===== src/rtl/eth_rx_pkg.sv =====
`timescale 1ns/1ps
package eth_rx_pkg;
  localparam logic [31:0] CRC_RESIDUE = 32'hDEBB20E3;
  localparam logic [31:0] CRC_POLY_REFL = 32'hEDB88320;

  typedef struct packed {
    logic avail;
    logic missed;
    logic crc_err;
    logic gen_err;
    logic bcast;
  } rx_flags_t;

  function automatic logic [31:0] crc32_byte(input logic [31:0] c, input logic [7:0] d);
    logic [31:0] r;
    r = c;
    for (int b = 0; b < 8; b++) begin
      if (r[0] ^ d[b]) r = (r >> 1) ^ CRC_POLY_REFL;
      else             r = r >> 1;
    end
    return r;
  endfunction
endpackage


===== src/rtl/rx_crc32.sv =====
`timescale 1ns/1ps
module rx_crc32 (
  input  logic        clk,
  input  logic        rst_n,
  input  logic        en,
  input  logic        first,
  input  logic [7:0]  data,
  output logic [31:0] crc_nx
);
  import eth_rx_pkg::*;
  logic [31:0] crc_q;

  // The first byte seeds from all-ones, so a frame never sees its predecessor.
  assign crc_nx = crc32_byte(first ? 32'hFFFF_FFFF : crc_q, data);

  always_ff @(posedge clk) begin
    if (!rst_n)  crc_q <= 32'hFFFF_FFFF;
    else if (en) crc_q <= crc_nx;
  end
endmodule


===== src/rtl/rx_byte_placer.sv =====
`timescale 1ns/1ps
module rx_byte_placer #(
  parameter int CNT_W  = 16,
  parameter int ADDR_W = 6,
  parameter int CAP    = 256
) (
  input  logic [CNT_W-1:0]  idx,
  input  logic [7:0]        data,
  input  logic              keep,
  input  logic              take,
  output logic              we,
  output logic [ADDR_W-1:0] addr,
  output logic [3:0]        be,
  output logic [31:0]       wdata
);
  localparam int PW = CNT_W + 2;

  logic [PW-1:0] idx_w, pos0, pos1;
  logic          store, dual;

  function automatic logic [3:0] lane(input logic [1:0] p);
    return 4'b1000 >> p;
  endfunction

  always_comb begin
    idx_w = {2'b00, idx};
    if (keep) pos0 = (idx_w < PW'(14)) ? idx_w : idx_w + PW'(2);
    else      pos0 = idx_w - PW'(6);
    pos1  = pos0 + PW'(2);
    store = keep || (idx_w >= PW'(6));
    // EtherType octets are written a second time two positions on, same word.
    dual  = keep && ((idx_w == PW'(12)) || (idx_w == PW'(13)));
    we    = take && store && (pos0 < PW'(CAP));
    addr  = pos0[ADDR_W+1:2];
    be    = lane(pos0[1:0]) | (dual ? lane(pos1[1:0]) : 4'b0000);
    wdata = {4{data}};
  end
endmodule


===== src/rtl/rx_buffer.sv =====
`timescale 1ns/1ps
module rx_buffer #(
  parameter int DEPTH  = 64,
  parameter int ADDR_W = 6
) (
  input  logic              clk,
  input  logic              we,
  input  logic [ADDR_W-1:0] waddr,
  input  logic [3:0]        be,
  input  logic [31:0]       wdata,
  input  logic [ADDR_W-1:0] raddr,
  output logic [31:0]       rdata
);
  logic [31:0] mem [DEPTH];

  for (genvar l = 0; l < 4; l++) begin : g_lane
    always_ff @(posedge clk) begin
      if (we && be[l]) mem[waddr][8*l +: 8] <= wdata[8*l +: 8];
    end
  end

  always_ff @(posedge clk) rdata <= mem[raddr];
endmodule


===== src/rtl/rx_frame_ctrl.sv =====
`timescale 1ns/1ps
module rx_frame_ctrl #(
  parameter int CNT_W = 16,
  parameter int LEN_W = 9,
  parameter int CAP   = 256
) (
  input  logic             clk,
  input  logic             rst_n,
  input  logic             in_valid,
  input  logic [7:0]       in_data,
  input  logic             in_first,
  input  logic             in_last,
  input  logic             in_err,
  input  logic             cfg_crc_off,
  input  logic             cfg_mac_keep,
  input  logic             sw_clear,
  input  logic [31:0]      crc_nx,
  output logic             take,
  output logic             take_first,
  output logic [CNT_W-1:0] idx_cur,
  output logic             keep_eff,
  output eth_rx_pkg::rx_flags_t flags,
  output logic [LEN_W-1:0] len
);
  import eth_rx_pkg::*;
  localparam int NW = CNT_W + 1;
  localparam int PW = CNT_W + 2;

  logic             active, err_q, bcast_q, keep_q, crcoff_q;
  logic [CNT_W-1:0] idx_q;
  logic             crc_on, err_fin, runt, crc_bad, over, fin, bcast_nx;
  logic [NW-1:0]    n;
  logic [PW-1:0]    lraw, lfin;
  rx_flags_t        flags_nx;
  logic [LEN_W-1:0] len_nx;

  always_comb begin
    take_first = in_valid && in_first && !flags.avail;
    take       = take_first || (in_valid && !in_first && active);
    idx_cur    = in_first ? '0 : idx_q;
    keep_eff   = in_first ? cfg_mac_keep : keep_q;
    crc_on     = !(in_first ? cfg_crc_off : crcoff_q);
    n          = {1'b0, idx_cur} + NW'(1);
    lraw       = keep_eff ? {1'b0, n} + PW'(2) : {1'b0, n} - PW'(6);
    lfin       = lraw - (crc_on ? PW'(4) : PW'(0));
    over       = lfin > PW'(CAP);
    runt       = n < (crc_on ? NW'(18) : NW'(14));
    err_fin    = (!in_first && err_q) || in_err;
    crc_bad    = crc_on && (crc_nx != CRC_RESIDUE);
    bcast_nx   = (in_first ? 1'b1 : bcast_q) &&
                 ((idx_cur >= CNT_W'(6)) || (in_data == 8'hFF));
    fin        = take && in_last;

    flags_nx = sw_clear ? '0 : flags;
    len_nx   = sw_clear ? '0 : len;
    if (in_valid && in_first && flags.avail) flags_nx.missed = 1'b1;
    if (fin) begin
      if (err_fin || runt)  flags_nx.gen_err = 1'b1;
      else if (crc_bad)     flags_nx.crc_err = 1'b1;
      else begin
        flags_nx.avail = 1'b1;
        flags_nx.bcast = flags_nx.bcast | bcast_q;
        if (over) begin
          flags_nx.gen_err = 1'b1;
          len_nx = LEN_W'(CAP);
        end else begin
          len_nx = lfin[LEN_W-1:0];
        end
      end
    end
  end

  always_ff @(posedge clk) begin
    if (!rst_n) begin
      active   <= 1'b0;
      err_q    <= 1'b0;
      bcast_q  <= 1'b0;
      keep_q   <= 1'b0;
      crcoff_q <= 1'b0;
      idx_q    <= '0;
      flags    <= '0;
      len      <= '0;
    end else begin
      flags <= flags_nx;
      len   <= len_nx;
      if (take) begin
        idx_q   <= (idx_cur == '1) ? idx_cur : idx_cur + CNT_W'(1);
        err_q   <= err_fin;
        bcast_q <= bcast_nx;
        active  <= !in_last;
      end
      if (take_first) begin
        keep_q   <= cfg_mac_keep;
        crcoff_q <= cfg_crc_off;
      end
    end
  end
endmodule


===== src/rtl/eth_rx_capture.sv =====
`timescale 1ns/1ps
module eth_rx_capture #(
  parameter int DEPTH  = 64,
  parameter int CNT_W  = 16,
  parameter int ADDR_W = $clog2(DEPTH),
  parameter int LEN_W  = $clog2(DEPTH*4 + 1)
) (
  input  logic              clk,
  input  logic              rst_n,
  input  logic              in_valid,
  input  logic [7:0]        in_data,
  input  logic              in_first,
  input  logic              in_last,
  input  logic              in_err,
  input  logic              cfg_crc_off,
  input  logic              cfg_mac_keep,
  input  logic              sw_clear,
  input  logic [ADDR_W-1:0] rd_addr,
  output logic [31:0]       rd_data,
  output logic              st_avail,
  output logic [LEN_W-1:0]  st_len,
  output logic              st_missed,
  output logic              st_crc_err,
  output logic              st_gen_err,
  output logic              st_bcast,
  output logic              rx_irq
);
  import eth_rx_pkg::*;
  localparam int CAP = DEPTH * 4;

  logic             take, take_first, keep_eff, mem_we;
  logic [CNT_W-1:0] idx_cur;
  logic [31:0]      crc_nx, mem_wdata;
  logic [ADDR_W-1:0] mem_addr;
  logic [3:0]       mem_be;
  rx_flags_t        flags;

  rx_frame_ctrl #(.CNT_W(CNT_W), .LEN_W(LEN_W), .CAP(CAP)) u_ctrl (
    .clk(clk), .rst_n(rst_n), .in_valid(in_valid), .in_data(in_data),
    .in_first(in_first), .in_last(in_last), .in_err(in_err),
    .cfg_crc_off(cfg_crc_off), .cfg_mac_keep(cfg_mac_keep), .sw_clear(sw_clear),
    .crc_nx(crc_nx), .take(take), .take_first(take_first), .idx_cur(idx_cur),
    .keep_eff(keep_eff), .flags(flags), .len(st_len)
  );

  rx_crc32 u_crc (
    .clk(clk), .rst_n(rst_n), .en(take), .first(take_first),
    .data(in_data), .crc_nx(crc_nx)
  );

  rx_byte_placer #(.CNT_W(CNT_W), .ADDR_W(ADDR_W), .CAP(CAP)) u_place (
    .idx(idx_cur), .data(in_data), .keep(keep_eff), .take(take),
    .we(mem_we), .addr(mem_addr), .be(mem_be), .wdata(mem_wdata)
  );

  rx_buffer #(.DEPTH(DEPTH), .ADDR_W(ADDR_W)) u_buf (
    .clk(clk), .we(mem_we), .waddr(mem_addr), .be(mem_be), .wdata(mem_wdata),
    .raddr(rd_addr), .rdata(rd_data)
  );

  assign st_avail   = flags.avail;
  assign st_missed  = flags.missed;
  assign st_crc_err = flags.crc_err;
  assign st_gen_err = flags.gen_err;
  assign st_bcast   = flags.bcast;
  assign rx_irq     = flags.avail;
endmodule


===== config.mk =====
export PLATFORM = sky130hd
export DESIGN_NAME = eth_rx_capture
export DESIGN_NICKNAME = d
export VERILOG_FILES = /design/src/rtl/eth_rx_pkg.sv /design/src/rtl/rx_crc32.sv /design/src/rtl/rx_byte_placer.sv /design/src/rtl/rx_buffer.sv /design/src/rtl/rx_frame_ctrl.sv /design/src/rtl/eth_rx_capture.sv
export SDC_FILE = /design/constraint.sdc
export NUM_CORES = 2
export LEC_CHECK = 0
export CAP_MARGIN = 40
export CORE_AREA = 5 5 542 410
export DETAILED_ROUTE_END_ITERATION = 6
export DIE_AREA = 0 0 547 415
export PLACE_DENSITY_LB_ADDON = 0.15
export RECOVER_POWER = 50
export SLEW_MARGIN = 15
export SYNTH_ARGS = -nofsm -noshare
export SYNTH_HDL_FRONTEND = slang
export SYNTH_HIERARCHICAL = 1
export SYNTH_SLANG_ARGS = --single-unit

===== constraint.sdc =====
create_clock -name clk -period 7 [get_ports clk]
set_input_delay 1.05 -clock clk [delete_from_list [all_inputs] [get_ports clk]]
set_output_delay 1.05 -clock clk [all_outputs]
set_load 0.005 [all_outputs]

Word level (Yosys, flattened, before mapping)
Memories as Yosys holds them, arrays and structs flattened. A register that Yosys moved wholly into a read port is not among the register bits.
Index checks and enable logic that the tools add are counted.

storage, ports and cells
  flip-flop bits (word level) = 67
  bits in writable memories = 2048
  input bits = 23
  word-level logic and storage cells = 125
  memories = 1

memories
  memory     words  width  rd ports  clocked after memory_dff  write ports  line             text
  u_buf.mem  64     32     1         1                         1            rx_buffer.sv:14  logic [31:0] mem [DEPTH];

cells by class
  add/sub/neg operators = 8
  magnitude comparators = 6
  equal/unequal tests = 5
  shift-type cells = 2
  muxes and demuxes = 45
  bitwise operators = 18
  reductions and logical operators = 27

operators by type and width
  cell                                                                                  count
  32-bit 2-to-1 mux                                                                     9
  13-bit inverter with 14-bit output                                                    8
  18-bit 2-to-1 mux                                                                     3
  9-bit 2-to-1 mux                                                                      5
  16-bit by 4-bit equality test with 1-bit output, second input constant                2
  16-bit by 3-bit greater-or-equal comparator with 1-bit output, second input constant  2
  16-bit 2-to-1 mux                                                                     2
  32-bit != test, second input constant                                                 1
  1-bit 2-to-1 mux                                                                      20
  17-bit by 2-bit adder with 18-bit output, second input constant                       1
  18-bit by 9-bit > comparator with 1-bit output, second input constant                 1
  18-bit by 9-bit less-than comparator with 1-bit output, second input constant         1
  17-bit by 3-bit subtractor with 18-bit output, second input constant                  1
  18-bit subtractor                                                                     1
  16-bit by 1-bit adder with 17-bit output, second input constant                       1
  16-bit by 2-bit adder with 17-bit output, second input constant                       1
  17-bit less-than comparator                                                           1
  16-bit by 3-bit subtractor with 17-bit output, second input constant                  1
  16-bit by 1-bit adder with 16-bit output, second input constant                       1
  16-bit equality test, second input constant                                           1
  1-bit logical AND                                                                     16
  16-bit by 4-bit less-than comparator with 1-bit output, second input constant         1
  5-bit 2-to-1 mux                                                                      2
  8-bit equality test, second input constant                                            1
  11 further kinds                                                                      28

Logic depth before layout (Yosys ltp)
  depth after elaboration = 24
  gate-level depth with buffers = 21
  gate-level depth less buffers = 18

Hierarchy
The synthesis kept the hierarchy.

by module, submodules not included
  module          times used  cells each  area an instance (um^2)  sequential area each (um^2)
  rx_buffer       1           3576        79771.5                  62139.6
  rx_frame_ctrl   1           388         3118.0                   700.7
  rx_crc32        1           300         2454.9                   640.6
  rx_byte_placer  1           119         775.7                    0.0
  eth_rx_capture  1           1           7.5                      0.0

Worst setup path before layout
No wires, ideal clock.

  kind = input -> register
  start point = input port in_first
  end point = register u_ctrl.len[1]
  setup time = 0.060 ns
  arrival time = 5.023 ns
  data required time = 6.940 ns
  slack = 1.918 ns
  cell stages on the path = 20
  cell sequence = clkbuf_1 -> buf_2 -> inv_1 -> nand2_1 -> inv_1 -> ha_1 -> and3_1 -> nand3_1 -> xor2_1 -> nor2_1 -> ha_1 -> and3_1 -> a221o_1 -> xnor2_1 -> nand4_1 -> xnor2_1 -> nor4bb_1 -> and3b_1 -> buf_2 -> a41o_1

RTL lines
  element                                                                                                    line                  text
  from (decl)                                                                                                eth_rx_capture.sv:12  input logic in_first,
  16-bit 2-to-1 mux (*)                                                                                      rx_frame_ctrl.sv:40   idx_cur = in_first ? '0 : idx_q;
  named net idx_cur[0]                                                                                       eth_rx_capture.sv:32  logic [CNT_W-1:0] idx_cur;
  16-bit by 1-bit adder with 17-bit output (*)                                                               rx_frame_ctrl.sv:43   n = {1'b0, idx_cur} + NW'(1);
  17-bit by 3-bit subtractor with 18-bit output or 17-bit by 2-bit adder with 18-bit output (tied branches)  rx_frame_ctrl.sv:44   lraw = keep_eff ? {1'b0, n} + PW'(2) : {1'b0, n} - PW'(6);
  18-bit 2-to-1 mux                                                                                          rx_frame_ctrl.sv:44
  18-bit subtractor                                                                                          rx_frame_ctrl.sv:45   lfin = lraw - (crc_on ? PW'(4) : PW'(0));
  18-bit by 9-bit > comparator with 1-bit output                                                             rx_frame_ctrl.sv:46   over = lfin > PW'(CAP);
  9-bit 2-to-1 mux                                                                                           rx_frame_ctrl.sv:63   if (over) begin
  9-bit 2-to-1 mux                                                                                           rx_frame_ctrl.sv:59   else if (crc_bad) flags_nx.crc_err = 1'b1;
  9-bit 2-to-1 mux (*)                                                                                       rx_frame_ctrl.sv:58   if (err_fin || runt) flags_nx.gen_err = 1'b1;
  9-bit 2-to-1 mux (*)                                                                                       rx_frame_ctrl.sv:57   if (fin) begin
  to (signal assigned)                                                                                       rx_frame_ctrl.sv:85   len <= len_nx;
  to (decl)                                                                                                  rx_frame_ctrl.sv:23   output logic [LEN_W-1:0] len

The timed path passes the listed nets; every way through them passes the cells marked *.
A chain may end at the register's enable or synchronous reset.

Worst setup path in the final report
  start point = input port in_first
  end point = register u_ctrl.len[6]

RTL lines
  element                                                                  line                  text
  1-bit logical AND (*) (2 in a row)                                       rx_frame_ctrl.sv:38   take_first = in_valid && in_first && !flags.avail;
  named net take_first                                                     eth_rx_capture.sv:31  logic take, take_first, keep_eff, mem_we;
  32-bit 2-to-1 mux (*)                                                    rx_crc32.sv:14        assign crc_nx = crc32_byte(first ? 32'hFFFF_FFFF : crc_q, data);
  32-bit 2-to-1 mux (*)                                                    eth_rx_pkg.sv:18      if (r[0] ^ d[b]) r = (r >> 1) ^ CRC_POLY_REFL;
  1-bit bitwise XOR or 13-bit inverter with 14-bit output (tied branches)  -
  32-bit 2-to-1 mux (*)                                                    eth_rx_pkg.sv:18
  13-bit inverter with 14-bit output (no line)                             -
  32-bit 2-to-1 mux (*) (2 in a row)                                       eth_rx_pkg.sv:18
  [... 5 more ...]                                                         -
  13-bit inverter with 14-bit output (no line)                             -
  32-bit 2-to-1 mux (*)                                                    eth_rx_pkg.sv:18
  named net crc_nx[21]                                                     eth_rx_capture.sv:33  logic [31:0] crc_nx, mem_wdata;
  32-bit != test (*)                                                       rx_frame_ctrl.sv:49   crc_bad = crc_on && (crc_nx != CRC_RESIDUE);
  1-bit logical AND (*)                                                    rx_frame_ctrl.sv:49
  9-bit 2-to-1 mux (*)                                                     rx_frame_ctrl.sv:59
  9-bit 2-to-1 mux (*)                                                     rx_frame_ctrl.sv:58
  9-bit 2-to-1 mux (*)                                                     rx_frame_ctrl.sv:57

Marks and branches as above.

==> flow_summary.json <==
{
  "ys_warn_count": 6,
  "htree_levels": 4,
  "number_of_vias_in_the_routed_layout": 44500,
  "synthCells": 4384,
  "maxSlewHeadroom": -1.80,
  "totalPowerFinal_mw": 27.6,
  "worstSetupEndpointType": "flop",
  "numCtsBuffers": 217,
  "setup_crit_path_kind": "in -> reg",
  "timing.max_cap.violations": 19,
  "die-area_mm2": 0.227,
  "grt.total_usage": 0.206,
  "clock_path_buffers": 4,
  "run_status": "complete, but fails checks",
  "synth.distinct_cells": 91,
  "cts_hold_repair.buffers": 0,
  "final_cell_count_no_fill": 7675,
  "ff_to_ff_setup_slack_ns": 1.49,
  "max_slew.worst_pin.slew_ns": 4.20,
  "io_pins": 70,
  "route.detailed.wl_per_inst_um": 30.9,
  "die_w_um": 547,
  "drtAntennaViolNets": 0,
  "final_hold_viol_count": 0,
  "met2_length_mm": 99.9,
  "clock-sinks": 2147,
  "start_kind": "input port",
  "overflow": 0,
  "yosysMostFrequentCell": "edfxtp_1",
  "first_pass_grt_wire_length_mm": 338,
  "rows": 148,
  "n_fill_cell": 18200,
  "worstSetupEndpoint": "u_ctrl/len[6]$_SDFF_PN0_",
  "timing.reg2reg.worst_path_depth": 15,
  "crit_path_max_incr_delay_ns": 1.09,
  "final_nets": 4698,
  "dominant_register_cell_in_the_synthesized_netlist": "edfxtp_1",
  "post_dp_cell_area_mm2": 0.0911,
  "utilization_after_layout": 0.453,
  "first_iter_violations": 5079,
  "die_y_um": 415,
  "netlist_top_cells_area": "edfxtp_1, mux4_2, dfxtp_1, nor2_1, mux2i_1",
  "cts_resized": 0,
  "area_delta_synth_final_pct": 13.6,
  "slew_violations": 1244,
  "violations_in_the_final_reports": "max-capacitance violations, max-slew violations",
  "hpwlAfterDp_mm": 154,
  "setup-tns-final_ns": 0,
  "m1_wl_mm": 112,
  "drcViolationCount": 0,
  "cp_slowest_cell": "nor2_1",
  "vdd_drop_max_v": 0.000197,
  "finish.instance_area_mm2": 0.0979,
  "period_needed_ns": 6.19,
  "clk_latency_ns": 0.85,
  "avgViaCountPerCell": 5.80,
  "hold_path_class": "reg -> reg",
  "wirelength_mm": 237,
  "tritoncts": "done",
  "cts-root-buf": "clkbuf_16",
  "globalplace.congestion": 0.846,
  "floorplan.initialDensity": 0.399,
  "synth_top_area_cell": "edfxtp_1",
  "critical_path.reg2reg.endpoint": "u_ctrl/len[6]$_SDFF_PN0_",
  "detailroute.wirelength.met3_mm": 20.4,
  "numPortBuffers": 69,
  "core_mm2": 0.216,
  "synthesis.nets": 4431,
  "cell_by_cell_trace_of_the_critical_path": "clkdlybuf4s50_1 -> nand2_1 -> nor2_1 -> inv_1 -> nand3_1 -> nand2_2 -> xor3_2 -> xor2_1 -> nand4b_1 -> nor4_1 -> a41o_1 -> nor2b_1 -> nand2_1 -> a21oi_1 -> buf_4 -> and3b_1 -> a41o_1",
  "final-setup-viol-count": 0,
  "share_of_the_clock_period_used_by_the_worst_path_after_layout": 0.884,
  "r2r-start": "u_ctrl/flags[4]$_SDFF_PN0_",
  "syn-cell-area_mm2": 0.0861,
  "power.leakage_nw": 30.8,
  "fraction_of_layout_cells_with_a_size_suffix_above_1": 0.238,
  "highest_metal_used": "met4",
  "synth_top_area_share": 0.714,
  "post_cts.repair.setup_buffers": 0,
  "dp.cells": 7252,
  "antenna_found_initial": 8,
  "power_density_mw_per_mm2": 282,
  "timing.critical_path.arrival_ns": 6.99,
  "synth_async_sr_flop_share": 0,
  "worst-path-max-fanout": 16,
  "max_freq_mhz": 162,
  "post_synthesis_mean_instance_area_um2": 19.6,
  "maximum_number_of_pins_on_one_net_before_global_route_repair": 173,
  "clkTransAtPathRegs_ns": 0.06,
  "grt_setup_unrepaired": "no",
  "synth-seq-area-share": 0.737,
  "cp-startpoint": "in_first",
  "synth.cells.most_frequent": "edfxtp_1, mux4_2, nor2_1",
  "required_ns": 7.80,
  "grt_pass1_vias": 43500,
  "drt-pass1-iter-count": 6,
  "synth_edf_count": 2048,
  "final.setup_skew_ns": 0.0549,
  "synth-seq-cells": 2147
}
## how the worst min path moves through the flow
stage,from,depth (start not counted),end
2_1_floorplan,u_crc/crc_q[12]$_SDFFE_PN1P_,2,u_crc/crc_q[12]$_SDFFE_PN1P_
3_3_place_gp,u_ctrl/len[3]$_SDFF_PN0_,1,u_ctrl/len[3]$_SDFF_PN0_
3_5_place_dp,u_ctrl/len[3]$_SDFF_PN0_,1,u_ctrl/len[3]$_SDFF_PN0_
4_1_cts,u_ctrl/len[3]$_SDFF_PN0_,1,u_ctrl/len[3]$_SDFF_PN0_
5_1_grt,u_crc/crc_q[15]$_SDFFE_PN1P_,2,u_crc/crc_q[15]$_SDFFE_PN1P_
6_report,u_ctrl/len[3]$_SDFF_PN0_,1,u_ctrl/len[3]$_SDFF_PN0_
## sequential cells by signal, summed over array words and instances (netlist names)
signal	cells
u_buf/mem	2048
u_buf/rdata	32
u_crc/crc_q	32
u_ctrl/active	1
u_ctrl/bcast_q	1
u_ctrl/crcoff_q	1
u_ctrl/err_q	1
u_ctrl/flags	5
u_ctrl/idx_q	16
u_ctrl/keep_q	1
u_ctrl/len	9
## cells by family after synthesis
kind of cell / Yosys count / synth area share
AOI/OAI and AO/OA: 381 / 0.0311
and+or+nand+nor: 745 / 0.0391
adders and majority gates: 24 / 0.00357
buffers and inverters: 307 / 0.0188
muxes: 658 / 0.156
DFF: 2147 / 0.737
xor gates and xnor gates: 122 / 0.0146
## layout make-up
cell class / count / area (µm²) / share of cell area
Clock inverter: 112 / 1080 / 0.0110
Tap cell: 2850 / 3570 / 0.0364
Inverter: 26 / 97.6 / 0.000997
Multi-Input combinational cell: 1930 / 21000 / 0.215
Clock buffer: 279 / 5730 / 0.0585
Timing Repair Buffer: 329 / 2880 / 0.0294
Antenna cell: 2 / 5.00 / 0.0000511
Sequential cell: 2147 / 63500 / 0.649
## critical path, delay by kind of cell
kind                   cells  cell delay, ns
AO/OA/AOI/OAI              3            0.65
XOR/XNOR                   2            0.76
buffers and inverters      3            1.49
AND/OR/NAND/NOR            9            3.04
## cell usage in the layout, fill, tap and decap left out, types with 51 or more instances in the layout
cell       netlist  layout
edfxtp_1      2048    2048
mux4_2         543     543
nor2_1         379     378
clkbuf_16        0     219
buf_4           67     205
nand2_1        145     141
dfxtp_1         99      99
mux2i_1         86      86
clkbuf_1       100      84
xnor2_1         74      77
a21oi_1         65      65
a22oi_1         52      52
o21ai_0         51      51
## power breakdown
group          internal [mW]  total [mW]  switching, mW
registers               14.1        14.2         0.0545
logic                  0.782        2.06           1.28
clock network           6.49        11.3           4.82
total                   21.4        27.6           6.15
## routing by layer
| layer | global-route usage | vias to the layer above |
|---|---|---|
| met2 | 0.284 | 1758 |
| met3 | 0.0457 | 290 |
| met5 | 0 | - |
| met1 | 0.333 | 24000 |
| met4 | 0.0404 | 0 |
| li1 | - | 18400 |
## stage by stage
step                      setup WS (ns)  hold WS (ns)
after CTS                          1.27         0.479
final                             0.812         0.471
after global routing              0.438         0.507
after detailed placement          0.388         0.459
after global placement            0.370         0.460
after floorplan                    1.92         0.442
Note: power is estimated with default switching activity, not from simulation.
